[src/rtl/acc_uop_pkg.sv]
package acc_uop_pkg;
   localparam int INSTR_W = 12;

   // instruction bit positions (LSB-based index into instr_i)
   localparam int B_CLR_AC = 7;
   localparam int B_CLR_LK = 6;
   localparam int B_CPL_AC = 5;
   localparam int B_CPL_LK = 4;
   localparam int B_ROT_R  = 3;
   localparam int B_ROT_L  = 2;
   localparam int B_MOD    = 1;
   localparam int B_INC    = 0;

   typedef struct packed {
      logic clr_ac;
      logic clr_lk;
      logic cpl_ac;
      logic cpl_lk;
      logic inc;
      logic rot_r;
      logic rot_l;
      logic twice;
      logic swap;
      logic hold4;
      logic illegal;
   } uop_t;

   typedef enum logic [2:0] {
      ST_IDLE, ST_S1, ST_S2, ST_S3, ST_S4, ST_DONE
   } seq_state_t;
endpackage

[src/rtl/acc_uop_decode.sv]
module acc_uop_decode
   import acc_uop_pkg::*;
(
   input  logic [INSTR_W-1:0] instr,
   output uop_t               uop
);
   logic in_grp;
   logic both_rot;

   always_comb begin
      in_grp   = (instr[11:9] == 3'b111) && !instr[8];
      both_rot = instr[B_ROT_R] && instr[B_ROT_L];
      uop.clr_ac  = in_grp && instr[B_CLR_AC];
      uop.clr_lk  = in_grp && instr[B_CLR_LK];
      uop.cpl_ac  = in_grp && instr[B_CPL_AC];
      uop.cpl_lk  = in_grp && instr[B_CPL_LK];
      uop.inc     = in_grp && instr[B_INC];
      uop.rot_r   = in_grp && instr[B_ROT_R] && !both_rot;
      uop.rot_l   = in_grp && instr[B_ROT_L] && !both_rot;
      uop.twice   = in_grp && instr[B_MOD];
      uop.swap    = in_grp && instr[B_MOD] && !instr[B_ROT_R] && !instr[B_ROT_L];
      uop.hold4   = in_grp && both_rot;
      uop.illegal = !in_grp || both_rot;
   end
endmodule

[src/rtl/acc_uop_step.sv]
module acc_uop_step
   import acc_uop_pkg::*;
#(
   parameter int AC_W             = 12,
   parameter int STEP             = 1,
   parameter bit CARRY_FLIPS_LINK = 1'b1
) (
   input  logic [AC_W-1:0] ac,
   input  logic            lk,
   input  uop_t            uop,
   output logic [AC_W-1:0] ac_n,
   output logic            lk_n
);
   localparam int HALF = AC_W / 2;
   localparam int LW   = AC_W + 1;

   generate
      if (STEP == 1) begin : g_clear
         always_comb begin
            ac_n = uop.clr_ac ? '0 : ac;
            lk_n = uop.clr_lk ? 1'b0 : lk;
         end
      end else if (STEP == 2) begin : g_compl
         always_comb begin
            ac_n = uop.cpl_ac ? ~ac : ac;
            lk_n = uop.cpl_lk ? ~lk : lk;
         end
      end else if (STEP == 3) begin : g_incr
         logic [AC_W:0] sum;
         always_comb sum = {1'b0, ac} + {{AC_W{1'b0}}, uop.inc};
         assign ac_n = sum[AC_W-1:0];
         if (CARRY_FLIPS_LINK) begin : g_cy
            assign lk_n = lk ^ sum[AC_W];
         end else begin : g_nocy
            assign lk_n = lk;
         end
      end else begin : g_shape
         logic [LW-1:0] loop_v;
         logic [LW-1:0] loop_n;
         always_comb begin
            loop_v = {lk, ac};
            loop_n = loop_v;
            if (uop.rot_r)
               loop_n = uop.twice ? {loop_v[1:0], loop_v[LW-1:2]}
                                  : {loop_v[0], loop_v[LW-1:1]};
            else if (uop.rot_l)
               loop_n = uop.twice ? {loop_v[LW-3:0], loop_v[LW-1:LW-2]}
                                  : {loop_v[LW-2:0], loop_v[LW-1]};
            else if (uop.swap)
               loop_n = {lk, ac[HALF-1:0], ac[AC_W-1:HALF]};
            ac_n = loop_n[AC_W-1:0];
            lk_n = loop_n[LW-1];
         end
      end
   endgenerate
endmodule

[src/rtl/acc_uop_ctrl.sv]
module acc_uop_ctrl
   import acc_uop_pkg::*;
(
   input  logic       clk,
   input  logic       rst_n,
   input  logic       start,
   output logic       accept,
   output logic       step_en,
   output logic [1:0] step_idx,
   output logic       last_step,
   output logic       busy,
   output logic       done
);
   seq_state_t state_q, state_n;

   always_comb begin
      accept    = (state_q == ST_IDLE) && start;
      step_en   = 1'b1;
      step_idx  = 2'd0;
      state_n   = state_q;
      unique case (state_q)
         ST_IDLE: begin step_en = 1'b0; if (start) state_n = ST_S1; end
         ST_S1:   begin step_idx = 2'd0; state_n = ST_S2; end
         ST_S2:   begin step_idx = 2'd1; state_n = ST_S3; end
         ST_S3:   begin step_idx = 2'd2; state_n = ST_S4; end
         ST_S4:   begin step_idx = 2'd3; state_n = ST_DONE; end
         default: begin step_en = 1'b0; state_n = ST_IDLE; end
      endcase
      last_step = (state_q == ST_S4);
      busy      = (state_q != ST_IDLE);
      done      = (state_q == ST_DONE);
   end

   always_ff @(posedge clk or negedge rst_n)
      if (!rst_n) state_q <= ST_IDLE;
      else        state_q <= state_n;
endmodule

[src/rtl/acc_uop_seq.sv]
module acc_uop_seq
   import acc_uop_pkg::*;
#(
   parameter int AC_W             = 12,
   parameter bit CARRY_FLIPS_LINK = 1'b1
) (
   input  logic                clk,
   input  logic                rst_n,
   input  logic                start_i,
   input  logic [INSTR_W-1:0]  instr_i,
   input  logic [AC_W-1:0]     ac_i,
   input  logic                link_i,
   output logic                busy_o,
   output logic                done_o,
   output logic [AC_W-1:0]     ac_o,
   output logic                link_o,
   output logic                illegal_o
);
   localparam int NSTEP = 4;

   generate
      if (AC_W < 2 || (AC_W % 2) != 0) begin : g_bad_width
         $error("acc_uop_seq: AC_W must be even and at least 2");
      end
   endgenerate

   logic [INSTR_W-1:0] instr_q;
   logic [AC_W-1:0]    ac_q;
   logic               lk_q;
   logic               ill_q;
   uop_t               uop;
   logic               accept, step_en, last_step;
   logic [1:0]         step_idx;
   logic [AC_W-1:0]    st_ac [NSTEP];
   logic               st_lk [NSTEP];

   acc_uop_ctrl u_ctrl (
      .clk(clk), .rst_n(rst_n), .start(start_i), .accept(accept),
      .step_en(step_en), .step_idx(step_idx), .last_step(last_step),
      .busy(busy_o), .done(done_o)
   );

   acc_uop_decode u_dec (.instr(instr_q), .uop(uop));

   generate
      for (genvar k = 0; k < NSTEP; k++) begin : g_step
         acc_uop_step #(
            .AC_W(AC_W), .STEP(k + 1), .CARRY_FLIPS_LINK(CARRY_FLIPS_LINK)
         ) u_step (
            .ac(ac_q), .lk(lk_q), .uop(uop), .ac_n(st_ac[k]), .lk_n(st_lk[k])
         );
      end
   endgenerate

   always_ff @(posedge clk or negedge rst_n) begin
      if (!rst_n) begin
         instr_q <= '0;
         ac_q    <= '0;
         lk_q    <= 1'b0;
         ill_q   <= 1'b0;
      end else if (accept) begin
         instr_q <= instr_i;
         ac_q    <= ac_i;
         lk_q    <= link_i;
      end else if (step_en) begin
         ac_q <= st_ac[step_idx];
         lk_q <= st_lk[step_idx];
         if (last_step) ill_q <= uop.illegal;
      end
   end

   assign ac_o      = ac_q;
   assign link_o    = lk_q;
   assign illegal_o = ill_q;
endmodule

[config.mk]
export PLATFORM = sky130hd
export DESIGN_NAME = acc_uop_seq
export DESIGN_NICKNAME = d
export VERILOG_FILES = /design/src/rtl/acc_uop_pkg.sv /design/src/rtl/acc_uop_decode.sv /design/src/rtl/acc_uop_step.sv /design/src/rtl/acc_uop_ctrl.sv /design/src/rtl/acc_uop_seq.sv
export SDC_FILE = /design/constraint.sdc
export NUM_CORES = 1
export LEC_CHECK = 0
export BUFFER_PORTS_ARGS = -buffer_cell sky130_fd_sc_hd__buf_2
export CORE_MARGIN = 4
export CORE_UTILIZATION = 50
export CTS_BUF_LIST = sky130_fd_sc_hd__clkbuf_16
export DETAILED_ROUTE_END_ITERATION = 10
export PLACE_DENSITY = 0.73
export SLEW_MARGIN = 20
export SYNTH_ARGS = -nofsm -noshare
export SYNTH_HDL_FRONTEND = slang
export SYNTH_SLANG_ARGS = --single-unit
[constraint.sdc]
create_clock -name clk -period 2.5 [get_ports clk]
set_input_delay 0.375 -clock clk [delete_from_list [all_inputs] [get_ports clk]]
set_output_delay 0.375 -clock clk [all_outputs]
set_load 0.03 [all_outputs]
==> metrics.yaml <==
worst_setup_path:
  slowest_stage: "sky130_fd_sc_hd__and4b_1"
  worst_path_arrival_time_ps: 2450
  cp_cell_sequence: "and4b_1 > and2_1 > ha_1 > ha_1 > and3_4 > nand3_2 > xnor2_1 > a221oi_1 > o21ai_1"
  end_kind: "flip-flop"
  start_kind: "flip-flop"
  crit_family: "simple AND/OR/NAND/NOR gates"
  worstSetupPathType: "reg -> reg"
  critical-path-max-stage-delay_ps: 400
  regToRegEndpoint: "link_o"
  critical_path_data_required_time_ps: 2650
  crit-reg2reg-launch: "instr_q[8]"
  worstRegToRegCells: 9
  cp_common_cell: "sky130_fd_sc_hd__ha_1"
  crit_buf_inv: 0
  timing.critical_path.fanout_max: 8
  rrSetupSlack_ps: 200
detailed_routing:
  detail_route.drc_violations: 0
  firstDrtPassIters: 5
  post_drt_wl_per_cell_um: 17.7
  finalWirelength_mm: 7.29
  drt-initial-drc-count: 175
  post_drt_via_cell_ratio: 6.09
  ant_nets_after_route: 0
  via_count: 2508
clock_tree:
  cts.root.buffer_cell: "sky130_fd_sc_hd__clkbuf_16"
  cts_max_level: 2
  cts.clk_slew.worst_paths_ps: 50
  clkLatencyLatePin_ps: 280
  tritoncts: "done"
  number_of_buffers_created_by_cts: 5
  postCtsHoldBufs: 0
  cts.repair_timing.setup_buffer_count: 0
  cts_buffer_depth: 2
  cts-resized-gates: 0
  tritoncts_num_sinks: 29
power_and_ir_drop:
  pwr-share-clk_pct: 14.0
  comb_power_share_pct: 58.9
  netSwitchingFraction_pct: 51.2
  ir_worst_vdd_v: 0.000638
  share_seq_of_total_power_pct: 27.2
  power_density_nw_per_um2: 1480
  internal_power_mw: 2.06
  leakagePower_nw: 1.25
  netSwitchingPower_mw: 2.16
die:
  dieWidth_um: 78.1
  die_height_um: 78.1
  die-area_um2: 6110
  rows: 25
  starting_density_pct: 51.7
  design.portCount: 44
  placeableCoreArea_um2: 4750
hold_path:
  hold_class: "in -> async"
placement:
  routabilityCongestion: 0.868
  placed_cells: 404
  hpwl_after_detailed_placement_mm: 5.11
  port-buffer-count: 43
synth:
  synthDistinctLibCells: 56
  post_synth_top_area_share_pct: 29.5
  synthAdderAreaFrac_pct: 1.53
  share_of_the_synthesized_area_in_compound_gates_ao_oa_aoi_oai_pct: 26.2
  synth-xor-area-share_pct: 3.56
  synth_flop_cell: "sky130_fd_sc_hd__dfrtp_1"
  synth_cells: 310
  synth_area_leaders: "sky130_fd_sc_hd__dfrtp_1 (30%), sky130_fd_sc_hd__nand2_1 (8.9%), sky130_fd_sc_hd__mux2i_1 (7.3%), sky130_fd_sc_hd__o21ai_0 (3.5%), sky130_fd_sc_hd__a21oi_1 (3.3%)"
  synthMuxAreaShare_pct: 7.32
  synth_seq_area_share_pct: 29.5
  mapped_nets: 341
  mappedNetlistArea_um2: 2460
  synth_top_family_by_area: "compound AO/OA/AOI/OAI gates"
  asyncSetResetFlopFracSynth_pct: 100
  synth_area_leader_cell: "sky130_fd_sc_hd__dfrtp_1"
  leading_cell_types_by_count_after_synthesis: "sky130_fd_sc_hd__nand2_1 (58), sky130_fd_sc_hd__dfrtp_1 (29), sky130_fd_sc_hd__nor2_1 (20), sky130_fd_sc_hd__mux2i_1 (18), sky130_fd_sc_hd__o21ai_0 (17)"
  post-synth-top-count-cell: "sky130_fd_sc_hd__nand2_1"
  post_synthesis_sequential_element_count: 29
  syn_area_per_cell_um2: 7.94
  synth_enable_flop_cells: 0
  synth.yosys.warnings: 0
  synth_area_in_simple_gates_pct: 24.5
run:
  max-cap-violations: 0
grt:
  grt_pass1_wl_mm: 12.3
  number_of_global_route_vias_before_repair: 2336
  globalRoute.totalOverflow: 0
  gr_usage_total_pct: 25.6
  initial_antenna_violation_count: 0
  grt_start_max_net_pins: 30
sta:
  final_cycle_utilization_of_the_critical_path_pct: 92.1
  max_clock_freq_ghz: 0.434
  final-setup-viol-count: 0
  skew_ps: 5.13
  report.final.hold_viol_count: 0
  tightest_slew_ps: 750
  setup_total_negative_slack_ps: 0
  min_period_ps: 2300
  slew_headroom_pct: 50.0
  final-max-slew-violation-count: 0
  setup_repair_after_global_routing_missed_its_margin: "false"
layout:
  layoutNonFillerInstCount: 412
  design.final.nets: 375
  insertedDiodeCount: 0
  share_of_cells_above_drive_strength_1_pct: 22.3
  layout-area-overhead-vs-synth_pct: 16.1
outcome:
  outcome: "finished, final reports clean"
==> logic make-up after synthesis <==
logic type / Yosys count
simple gates: 123
buf+inv: 35
xor+xnor: 10
fa+ha+maj: 3
flops: 29
compound gates: 92
mux: 18
==> placed cells by master (no fill, tap or decap), types with 8 or more instances in the layout <==
cell / synthesis / layout
sky130_fd_sc_hd__nand2_1: 58 / 58
sky130_fd_sc_hd__buf_2: 16 / 43
sky130_fd_sc_hd__dfrtp_1: 29 / 29
sky130_fd_sc_hd__nor2_1: 20 / 20
sky130_fd_sc_hd__mux2i_1: 18 / 18
sky130_fd_sc_hd__o21ai_0: 17 / 17
sky130_fd_sc_hd__buf_4: 4 / 17
sky130_fd_sc_hd__a21oi_1: 16 / 16
sky130_fd_sc_hd__o22ai_1: 11 / 11
sky130_fd_sc_hd__nand2b_1: 8 / 8
sky130_fd_sc_hd__a221oi_1: 8 / 8
==> power by group through the flow <==
| stage | Sequential (mW) | Combinational (mW) | Clock (mW) |
|---|---|---|---|
| floorplan | 1.08 | 1.90 | 0 |
| global route | 1.19 | 2.73 | 0.614 |
| global placement | 1.13 | 2.40 | 0 |
| CTS | 1.13 | 2.46 | 0.591 |
| finish | 1.15 | 2.48 | 0.588 |
| detailed placement | 1.14 | 2.45 | 0 |
==> layout make-up <==
cell class | count | area, µm²
fillers | 468 | 1900
multi-input cells | 246 | 1550
flip-flops and latches | 29 | 726
repair buffers | 60 | 343
clock buffers | 5 | 125
well taps | 67 | 83.8
clock inverters | 3 | 17.5
inverters | 2 | 7.51
==> metal layers <==
layer,vias to the layer above,track usage (%),wire [µm]
met5,-,0,0
met1,1191,34.2,3260
li1,1189,-,-
met4,0,7.87,144
met3,16,4.24,464
met2,112,42.2,3430
==> worst max-delay path by stage <==
| stage | to | depth (start not counted) | start | slack, ps |
|---|---|---|---|---|
| finish | link_o | 9 | instr_q[8] | 200 |
| global placement | link_o | 9 | instr_q[8] | 300 |
| CTS | link_o | 9 | instr_q[8] | 210 |
| floorplan | link_o | 10 | instr_q[8] | 210 |
| global route | link_o | 9 | instr_q[8] | 9 |
| detailed placement | link_o | 9 | instr_q[8] | 230 |
==> flip-flops by register name (all words and copies together), names as in the netlist <==
| name | cells |
|---|---|
| link_o | 1 |
| u_ctrl.state_q | 3 |
| ac_o | 12 |
| illegal_o | 1 |
| instr_q | 12 |
==> per-stage QoR <==
stage | power, mW | cell area, µm² | util [%] | hold slack, ps | worst slack [ps]
2_1_floorplan | 2.97 | 2460 | - | 79.4 | 212
3_3_place_gp | 3.54 | 2710 | 57.1 | 450 | 301
3_5_place_dp | 3.59 | 2710 | 57.1 | 452 | 232
4_1_cts | 4.18 | 2860 | 60.1 | 157 | 207
5_1_grt | 4.54 | 2860 | 60.1 | 198 | 8.84
6_report | 4.22 | 2860 | 60.1 | 139 | 197
No activity file was read; power rests on OpenSTA's default activity.
